### src/rtl/tfu_pkg.sv
package tfu_pkg;
  typedef enum logic [2:0] {
    CLS_OTHER = 3'd0,
    CLS_COND  = 3'd1,
    CLS_IND   = 3'd2,
    CLS_RET   = 3'd3,
    CLS_SYS   = 3'd4
  } cls_e;

  function automatic logic cls_is_multi(input logic [2:0] c);
    return (c == CLS_IND) || (c == CLS_RET) || (c == CLS_SYS);
  endfunction

  function automatic logic cls_is_cond(input logic [2:0] c);
    return c == CLS_COND;
  endfunction
endpackage

### src/rtl/tfu_stop_decide.sv
module tfu_stop_decide
  import tfu_pkg::*;
#(
  parameter int MAX_INSTR  = 16,
  parameter int MAX_BLOCKS = 3,
  localparam int CNT_W = $clog2(MAX_INSTR),
  localparam int BR_W  = $clog2(MAX_BLOCKS)
) (
  input  logic [2:0]      cls,
  input  logic [CNT_W-1:0] icnt,
  input  logic [BR_W-1:0]  bcnt,
  output logic            close,
  output logic            end_cond,
  output logic            embed
);
  logic last_slot, blocks_full, cond_br;

  always_comb begin
    cond_br     = cls_is_cond(cls);
    last_slot   = (icnt == CNT_W'(MAX_INSTR - 1));
    blocks_full = (bcnt == BR_W'(MAX_BLOCKS - 1));
    end_cond    = cond_br && (blocks_full || last_slot);
    embed       = cond_br && !end_cond;
    close       = cls_is_multi(cls) || last_slot || end_cond;
  end
endmodule

### src/rtl/tfu_line_buf.sv
module tfu_line_buf #(
  parameter int INSTR_W    = 32,
  parameter int ADDR_W     = 32,
  parameter int MAX_INSTR  = 16,
  parameter int MAX_BLOCKS = 3,
  localparam int CNT_W = $clog2(MAX_INSTR),
  localparam int BR_W  = $clog2(MAX_BLOCKS),
  localparam int MB    = MAX_BLOCKS - 1,
  localparam int PC_HI = ADDR_W - 2
) (
  input  logic                         clk,
  input  logic                         rst_n,
  input  logic                         clear,
  input  logic                         push,
  input  logic                         close,
  input  logic                         embed,
  input  logic                         taken,
  input  logic [INSTR_W-1:0]           instr,
  input  logic [PC_HI-1:0]             pc_hi,
  output logic [CNT_W-1:0]             icnt,
  output logic [BR_W-1:0]              bcnt,
  output logic [MAX_INSTR*INSTR_W-1:0] cur_slots,
  output logic [MB-1:0]                cur_flags,
  output logic [MB-1:0]                cur_mask,
  output logic [PC_HI-1:0]             cur_start
);
  logic [CNT_W-1:0] icnt_q;
  logic [BR_W-1:0]  bcnt_q;
  logic [MB-1:0]    flags_q, mask_q, flags_n, mask_n;
  logic [PC_HI-1:0] start_q;
  logic             restart;

  assign restart = clear || (push && close);

  for (genvar i = 0; i < MAX_INSTR; i++) begin : g_slot
    logic [INSTR_W-1:0] slot_q, slot_n;
    assign slot_n = (push && icnt_q == CNT_W'(i)) ? instr : slot_q;
    assign cur_slots[i*INSTR_W +: INSTR_W] = slot_n;
    always_ff @(posedge clk) begin
      if (!rst_n || restart) slot_q <= '0;
      else                   slot_q <= slot_n;
    end
  end

  always_comb begin
    flags_n = flags_q;
    mask_n  = mask_q;
    for (int k = 0; k < MB; k++) begin
      if (push && embed && (int'(bcnt_q) == MB - 1 - k)) begin
        flags_n[k] = taken;
        mask_n[k]  = 1'b1;
      end
    end
  end

  always_ff @(posedge clk) begin
    if (!rst_n || restart) begin
      icnt_q  <= '0;
      bcnt_q  <= '0;
      flags_q <= '0;
      mask_q  <= '0;
      start_q <= '0;
    end else if (push) begin
      icnt_q  <= icnt_q + 1'b1;
      bcnt_q  <= bcnt_q + BR_W'(embed);
      flags_q <= flags_n;
      mask_q  <= mask_n;
      if (icnt_q == '0) start_q <= pc_hi;
    end
  end

  assign icnt      = icnt_q;
  assign bcnt      = bcnt_q;
  assign cur_flags = flags_n;
  assign cur_mask  = mask_n;
  assign cur_start = (icnt_q == '0) ? pc_hi : start_q;

  a_r8_clear_empties: assert property (@(posedge clk) disable iff (!rst_n)
    clear |=> (icnt_q == '0) && (bcnt_q == '0) && (mask_q == '0));
  a_r2_branch_bound: assert property (@(posedge clk) disable iff (!rst_n)
    int'(bcnt_q) <= MB);
endmodule

### src/rtl/tfu_wr_hold.sv
module tfu_wr_hold #(
  parameter int TAG_W  = 22,
  parameter int IDX_W  = 8,
  parameter int LINE_W = 512,
  parameter int MB     = 2,
  parameter int ADDR_W = 32
) (
  input  logic              clk,
  input  logic              rst_n,
  input  logic              load,
  input  logic [TAG_W-1:0]  d_tag,
  input  logic [IDX_W-1:0]  d_index,
  input  logic [LINE_W-1:0] d_instrs,
  input  logic [MB-1:0]     d_flags,
  input  logic [MB-1:0]     d_mask,
  input  logic              d_ends_br,
  input  logic [ADDR_W-1:0] d_fallthru,
  input  logic [ADDR_W-1:0] d_target,
  output logic              free,
  output logic              wr_valid,
  input  logic              wr_ready,
  output logic [TAG_W-1:0]  wr_tag,
  output logic [IDX_W-1:0]  wr_index,
  output logic [LINE_W-1:0] wr_instrs,
  output logic [MB-1:0]     wr_flags,
  output logic [MB-1:0]     wr_mask,
  output logic              wr_ends_br,
  output logic [ADDR_W-1:0] wr_fallthru,
  output logic [ADDR_W-1:0] wr_target
);
  assign free = !wr_valid || wr_ready;

  always_ff @(posedge clk) begin
    if (!rst_n) begin
      wr_valid    <= 1'b0;
      wr_tag      <= '0;
      wr_index    <= '0;
      wr_instrs   <= '0;
      wr_flags    <= '0;
      wr_mask     <= '0;
      wr_ends_br  <= 1'b0;
      wr_fallthru <= '0;
      wr_target   <= '0;
    end else if (load) begin
      wr_valid    <= 1'b1;
      wr_tag      <= d_tag;
      wr_index    <= d_index;
      wr_instrs   <= d_instrs;
      wr_flags    <= d_flags;
      wr_mask     <= d_mask;
      wr_ends_br  <= d_ends_br;
      wr_fallthru <= d_fallthru;
      wr_target   <= d_target;
    end else if (wr_ready) begin
      wr_valid <= 1'b0;
    end
  end

  a_r9_hold_stable: assert property (@(posedge clk) disable iff (!rst_n)
    wr_valid && !wr_ready |=> wr_valid && $stable(wr_tag) && $stable(wr_index)
      && $stable(wr_instrs) && $stable(wr_flags) && $stable(wr_mask)
      && $stable(wr_ends_br) && $stable(wr_fallthru) && $stable(wr_target));
  a_r9_no_overwrite: assert property (@(posedge clk) disable iff (!rst_n)
    load |-> free);
endmodule

### src/rtl/trace_fill_unit.sv
module trace_fill_unit
  import tfu_pkg::*;
#(
  parameter int INSTR_W    = 32,
  parameter int ADDR_W     = 32,
  parameter int IDX_W      = 8,
  parameter int MAX_INSTR  = 16,
  parameter int MAX_BLOCKS = 3,
  localparam int TAG_W  = ADDR_W - IDX_W - 2,
  localparam int LINE_W = MAX_INSTR * INSTR_W,
  localparam int MB     = MAX_BLOCKS - 1,
  localparam int CNT_W  = $clog2(MAX_INSTR),
  localparam int BR_W   = $clog2(MAX_BLOCKS)
) (
  input  logic              clk,
  input  logic              rst_n,
  input  logic              flush,
  input  logic              in_valid,
  output logic              in_ready,
  input  logic [INSTR_W-1:0] in_instr,
  input  logic [ADDR_W-1:0] in_pc,
  input  logic [2:0]        in_class,
  input  logic              in_taken,
  input  logic [ADDR_W-1:0] in_target,
  output logic              wr_valid,
  input  logic              wr_ready,
  output logic [TAG_W-1:0]  wr_tag,
  output logic [IDX_W-1:0]  wr_index,
  output logic [LINE_W-1:0] wr_instrs,
  output logic [MB-1:0]     wr_flags,
  output logic [MB-1:0]     wr_mask,
  output logic              wr_ends_br,
  output logic [ADDR_W-1:0] wr_fallthru,
  output logic [ADDR_W-1:0] wr_target
);
  logic             push, close, end_cond, embed, free;
  logic [CNT_W-1:0] icnt;
  logic [BR_W-1:0]  bcnt;
  logic [LINE_W-1:0] cur_slots;
  logic [MB-1:0]    cur_flags, cur_mask;
  logic [ADDR_W-3:0] cur_start;

  assign in_ready = free && !flush;
  assign push     = in_valid && in_ready;

  tfu_stop_decide #(.MAX_INSTR(MAX_INSTR), .MAX_BLOCKS(MAX_BLOCKS)) i_decide (
    .cls(in_class), .icnt(icnt), .bcnt(bcnt),
    .close(close), .end_cond(end_cond), .embed(embed)
  );

  tfu_line_buf #(.INSTR_W(INSTR_W), .ADDR_W(ADDR_W), .MAX_INSTR(MAX_INSTR),
                 .MAX_BLOCKS(MAX_BLOCKS)) i_line (
    .clk(clk), .rst_n(rst_n), .clear(flush), .push(push), .close(close),
    .embed(embed), .taken(in_taken), .instr(in_instr),
    .pc_hi(in_pc[ADDR_W-1:2]), .icnt(icnt), .bcnt(bcnt),
    .cur_slots(cur_slots), .cur_flags(cur_flags), .cur_mask(cur_mask),
    .cur_start(cur_start)
  );

  tfu_wr_hold #(.TAG_W(TAG_W), .IDX_W(IDX_W), .LINE_W(LINE_W), .MB(MB),
                .ADDR_W(ADDR_W)) i_hold (
    .clk(clk), .rst_n(rst_n), .load(push && close),
    .d_tag(cur_start[ADDR_W-3 -: TAG_W]), .d_index(cur_start[IDX_W-1:0]),
    .d_instrs(cur_slots), .d_flags(cur_flags), .d_mask(cur_mask),
    .d_ends_br(end_cond), .d_fallthru(in_pc + ADDR_W'(4)),
    .d_target(end_cond ? in_target : '0),
    .free(free), .wr_valid(wr_valid), .wr_ready(wr_ready),
    .wr_tag(wr_tag), .wr_index(wr_index), .wr_instrs(wr_instrs),
    .wr_flags(wr_flags), .wr_mask(wr_mask), .wr_ends_br(wr_ends_br),
    .wr_fallthru(wr_fallthru), .wr_target(wr_target)
  );

  a_r1_full_closes: assert property (@(posedge clk) disable iff (!rst_n)
    push && (icnt == CNT_W'(MAX_INSTR - 1)) |=> wr_valid);
  a_r3_multi_stop: assert property (@(posedge clk) disable iff (!rst_n)
    push && cls_is_multi(in_class) |=> wr_valid && !wr_ends_br && (wr_target == '0));
  a_r4_mask_shape: assert property (@(posedge clk) disable iff (!rst_n)
    wr_valid |-> wr_mask == ~({MB{1'b1}} >> $countones(wr_mask)));
  a_r6_flags_in_mask: assert property (@(posedge clk) disable iff (!rst_n)
    wr_valid |-> (wr_flags & ~wr_mask) == '0);
endmodule

### config.mk
export PLATFORM = sky130hd
export DESIGN_NAME = trace_fill_unit
export DESIGN_NICKNAME = d
export VERILOG_FILES = /design/src/rtl/tfu_pkg.sv /design/src/rtl/tfu_stop_decide.sv /design/src/rtl/tfu_line_buf.sv /design/src/rtl/tfu_wr_hold.sv /design/src/rtl/trace_fill_unit.sv
export SDC_FILE = /design/constraint.sdc
export NUM_CORES = 2
export LEC_CHECK = 0
export CORE_ASPECT_RATIO = 1.2
export CORE_MARGIN = 1
export CORE_UTILIZATION = 46
export CTS_BUF_LIST = sky130_fd_sc_hd__clkbuf_16
export CTS_CLUSTER_SIZE = 14
export DETAILED_ROUTE_END_ITERATION = 12
export GPL_ROUTABILITY_DRIVEN = 0
export MAX_ROUTING_LAYER = met4
export PLACE_DENSITY_LB_ADDON = 0.15
export SLEW_MARGIN = 20
export SYNTH_ARGS = -nofsm -noshare
export SYNTH_HDL_FRONTEND = slang
export SYNTH_SLANG_ARGS = --single-unit
### constraint.sdc
create_clock -name clk -period 4.7 [get_ports clk]
set_input_delay 0.94 -clock clk [delete_from_list [all_inputs] [get_ports clk]]
set_output_delay 0.94 -clock clk [all_outputs]
set_load 0.005 [all_outputs]
==> metrics.cfg <==
[run_status]
status = completed

[critical_path]
regToRegSetupSlack_ns = 1.34
crit_chain = clkdlybuf4s50_1 > nand2b_1 > nor2b_1 > clkdlybuf4s50_1
crit_slowest_cell = clkdlybuf4s50_1
crit_fanout = 6
critPathMaxStageDelay_ns = 0.57
cp.arrival_ns = 2.45
r2r-end = i_hold.wr_instrs[159]$_SDFFE_PN0P_
critPathTopFamily = buffers and inverters
crit_required_ns = 3.76
cp-start-kind = input pin
cp_num_buf_inv = 2
crit_cells = 4
cp_common_cell = clkdlybuf4s50_1
worstSetupPathType = input pin to output pin
r2r_start = i_line.icnt[0]$_SDFFE_PP0P_
critPathCaptureType = output pin
ff2ff_path_depth = 7

[clocking]
cts_buffers = 110
root_buffer = clkbuf_16
cts.path.max_buffers = 3
cts_tree = built
clock_latency_ns = 0.68
cts_num_sinks = 1164
holdBufCountCts = 0
cts_setup_buffers = 0
clk_pin_slew_ns = 0.06
h-tree-depth = 3
ctsResizeCount = 0

[detailed_routing]
drt-met1-wl_mm = 57.5
wl_met3_mm = 7.73
routed_via_density = 5.24
drc = 0
drtAntennaViolNets = 0
drtPass1Iterations = 7
dr.max_layer_used = met4
wirelength_mm = 128
vias = 30300
wl_per_cell_um = 22.2
wl_met2_mm = 59.4
drt_iter0_drc = 2509

[sta]
fin_worst_skew_ns = 0.0290
fmax_ghz = 0.295
slew_headroom_pct = 24.3
holdWs_ns = 0.443
setup_viol = 0
finalMaxSlewViolations = 0
period_needed_ns = 3.39
rsz0062_at_grt = no
min_period_over_period_pct = 72.2
fin_setup_tns_ns = 0
worst_pin_slew_ns = 1.14
hold_violations = 0

[layout]
n_fill_cell = 7253
final_common_cell = dfxtp_1
area_growth_pct = 29.8
drive_above_1_share_pct = 6.22
final_cell_mix = dfxtp_1, clkdlybuf4s50_1, nand2_1
finish.net_count = 4683

[global_routing]
grt_first_pass_wirelength_mm = 189
antenna_found_initial = 4
grt_max_degree = 182
grt_use_total_pct = 30.2
grt_pass1_vias = 28700
gr-total-overflow = 0

[synthesis]
synth.distinct_cells = 39
yosys_warnings = 0
ys_ff_latch = 1164
synth_top_area_cell = dfxtp_1
synth-main-ff-cell = dfxtp_1
async_flop_share_pct = 0
synth_area_leaders = dfxtp_1, mux2i_1, o21ai_0
synth_edf_count = 0
syn_avg_cell_area_sq_um = 9.84
synth_area_sq_mm = 0.0390
postSynthCellCount = 3959
synthesis.nets = 4070
yosys.area.top_type_share_pct = 59.8
ys_seq_area_share_pct = 59.8

[pwr]
p_per_area_mw_per_mm2 = 384
leakagePower_nw = 21.1
vdd_drop_max_mv = 0.288

[hold_path]
min_to = i_hold.wr_fallthru[31]$_SDFFE_PN0P_
min_delay_path_depth = 2
hold_class = flop to flop
worstHoldStart = i_hold.wr_fallthru[31]$_SDFFE_PN0P_

[floorplan]
initial_core_util_pct = 46.6
rows = 116
die_area_sq_mm = 0.0859
io_pins = 718
core_sq_mm = 0.0836
die_w_um = 268
die_y_um = 321

[placement]
hpwl_mm = 83.9
io_buffers = 717

[job]
drv_cap = 0

## worst max-delay path by stage
stage          startpoint                                   to
2_1_floorplan   in_pc[11]  i_hold.wr_fallthru[31]$_SDFFE_PN0P_
3_3_place_gp        flush   i_hold.wr_instrs[302]$_SDFFE_PN0P_
3_5_place_dp        flush   i_hold.wr_instrs[296]$_SDFFE_PN0P_
4_1_cts          wr_ready                             in_ready
5_1_grt             flush   i_hold.wr_instrs[299]$_SDFFE_PN0P_
6_report         wr_ready                             in_ready
## Yosys cell counts (2+ instances only)
library cell,count
nor2b_1,7
mux2i_1,544
nor4_1,2
nor2_1,561
a22o_1,36
inv_1,4
a21oi_1,33
buf_1,7
ha_1,6
o21ai_1,57
nand2b_1,2
nor2_2,3
nand4_1,9
nand3_1,21
buf_2,120
dfxtp_1,1164
and2_1,5
o21ai_0,483
nor4_2,3
buf_6,13
xor2_1,8
xnor2_1,24
buf_4,13
a211oi_1,35
nor4b_1,2
nand2_1,620
and3_1,8
nor3_1,8
and4_1,3
clkbuf_1,149
## cells by family after synthesis
| logic type | count (synthesis) | share of synthesized area (%) |
|---|---|---|
| muxes | 544 | 14.0 |
| xor gates and xnor gates | 32 | 0.719 |
| buffers and inverters | 307 | 3.72 |
| AOI/OAI and AO/OA | 648 | 8.97 |
| adders and majority gates | 6 | 0.193 |
| and+or+nand+nor | 1258 | 12.6 |
| DFF | 1164 | 59.8 |
## where the power goes
group	switching, mW	internal (mW)	leakage, nW	total [mW]
clock network	3.81	4.86	1.80	8.67
registers	0.0225	9.90	9.38	9.92
logic	0.571	0.242	9.96	0.814
total	4.40	15.0	21.1	19.4
## area by class of cell
type	instances	area [sq um]	share of cell area, %
clock inverters	89	686	1.36
multi-input cells	2488	14300	28.3
repair buffers	803	8020	15.9
flip-flops and latches	1164	23300	46.1
diodes	5	12.5	0.0247
clock buffers	112	2800	5.54
inverters	5	18.8	0.0371
well taps	1121	1400	2.77
## layer usage
metal | track usage [%] | up-vias
li1 | - | 14400
met1 | 40.4 | 14800
met2 | 47.3 | 1005
met3 | 4.13 | 172
met4 | 9.12 | 0
met5 | - | -
## state kept, by name, indices dropped and copies added, names as in the netlist, 4 cells and up
signal	cells
i_hold.wr_instrs	512
i_line.g_slot.slot_q	512
i_hold.wr_fallthru	32
i_hold.wr_target	32
i_line.start_q	30
i_hold.wr_tag	22
i_hold.wr_index	8
i_line.icnt	4
## per-stage QoR
stage	util, %	cells	area (sq um)	power, mW	worst slack [ns]
final	60.5	5787	50600	19.4	1.31
after detailed placement	56.3	5581	47100	11.0	0.614
after global placement	56.3	5581	47100	11.0	0.650
after CTS	60.5	5782	50500	19.5	1.32
after global routing	60.5	5785	50600	20.0	1.12
after floorplan	-	3959	39000	10.5	2.17
## worst min-delay path: cells and delay by family, from the launching register on
kind | cells | cell delay, ns
AOI/OAI and AO/OA | 1 | 0.05
DFF | 1 | 0.31
and+or+nand+nor | 1 | 0.05
Note: power is estimated with default switching activity, not from simulation.
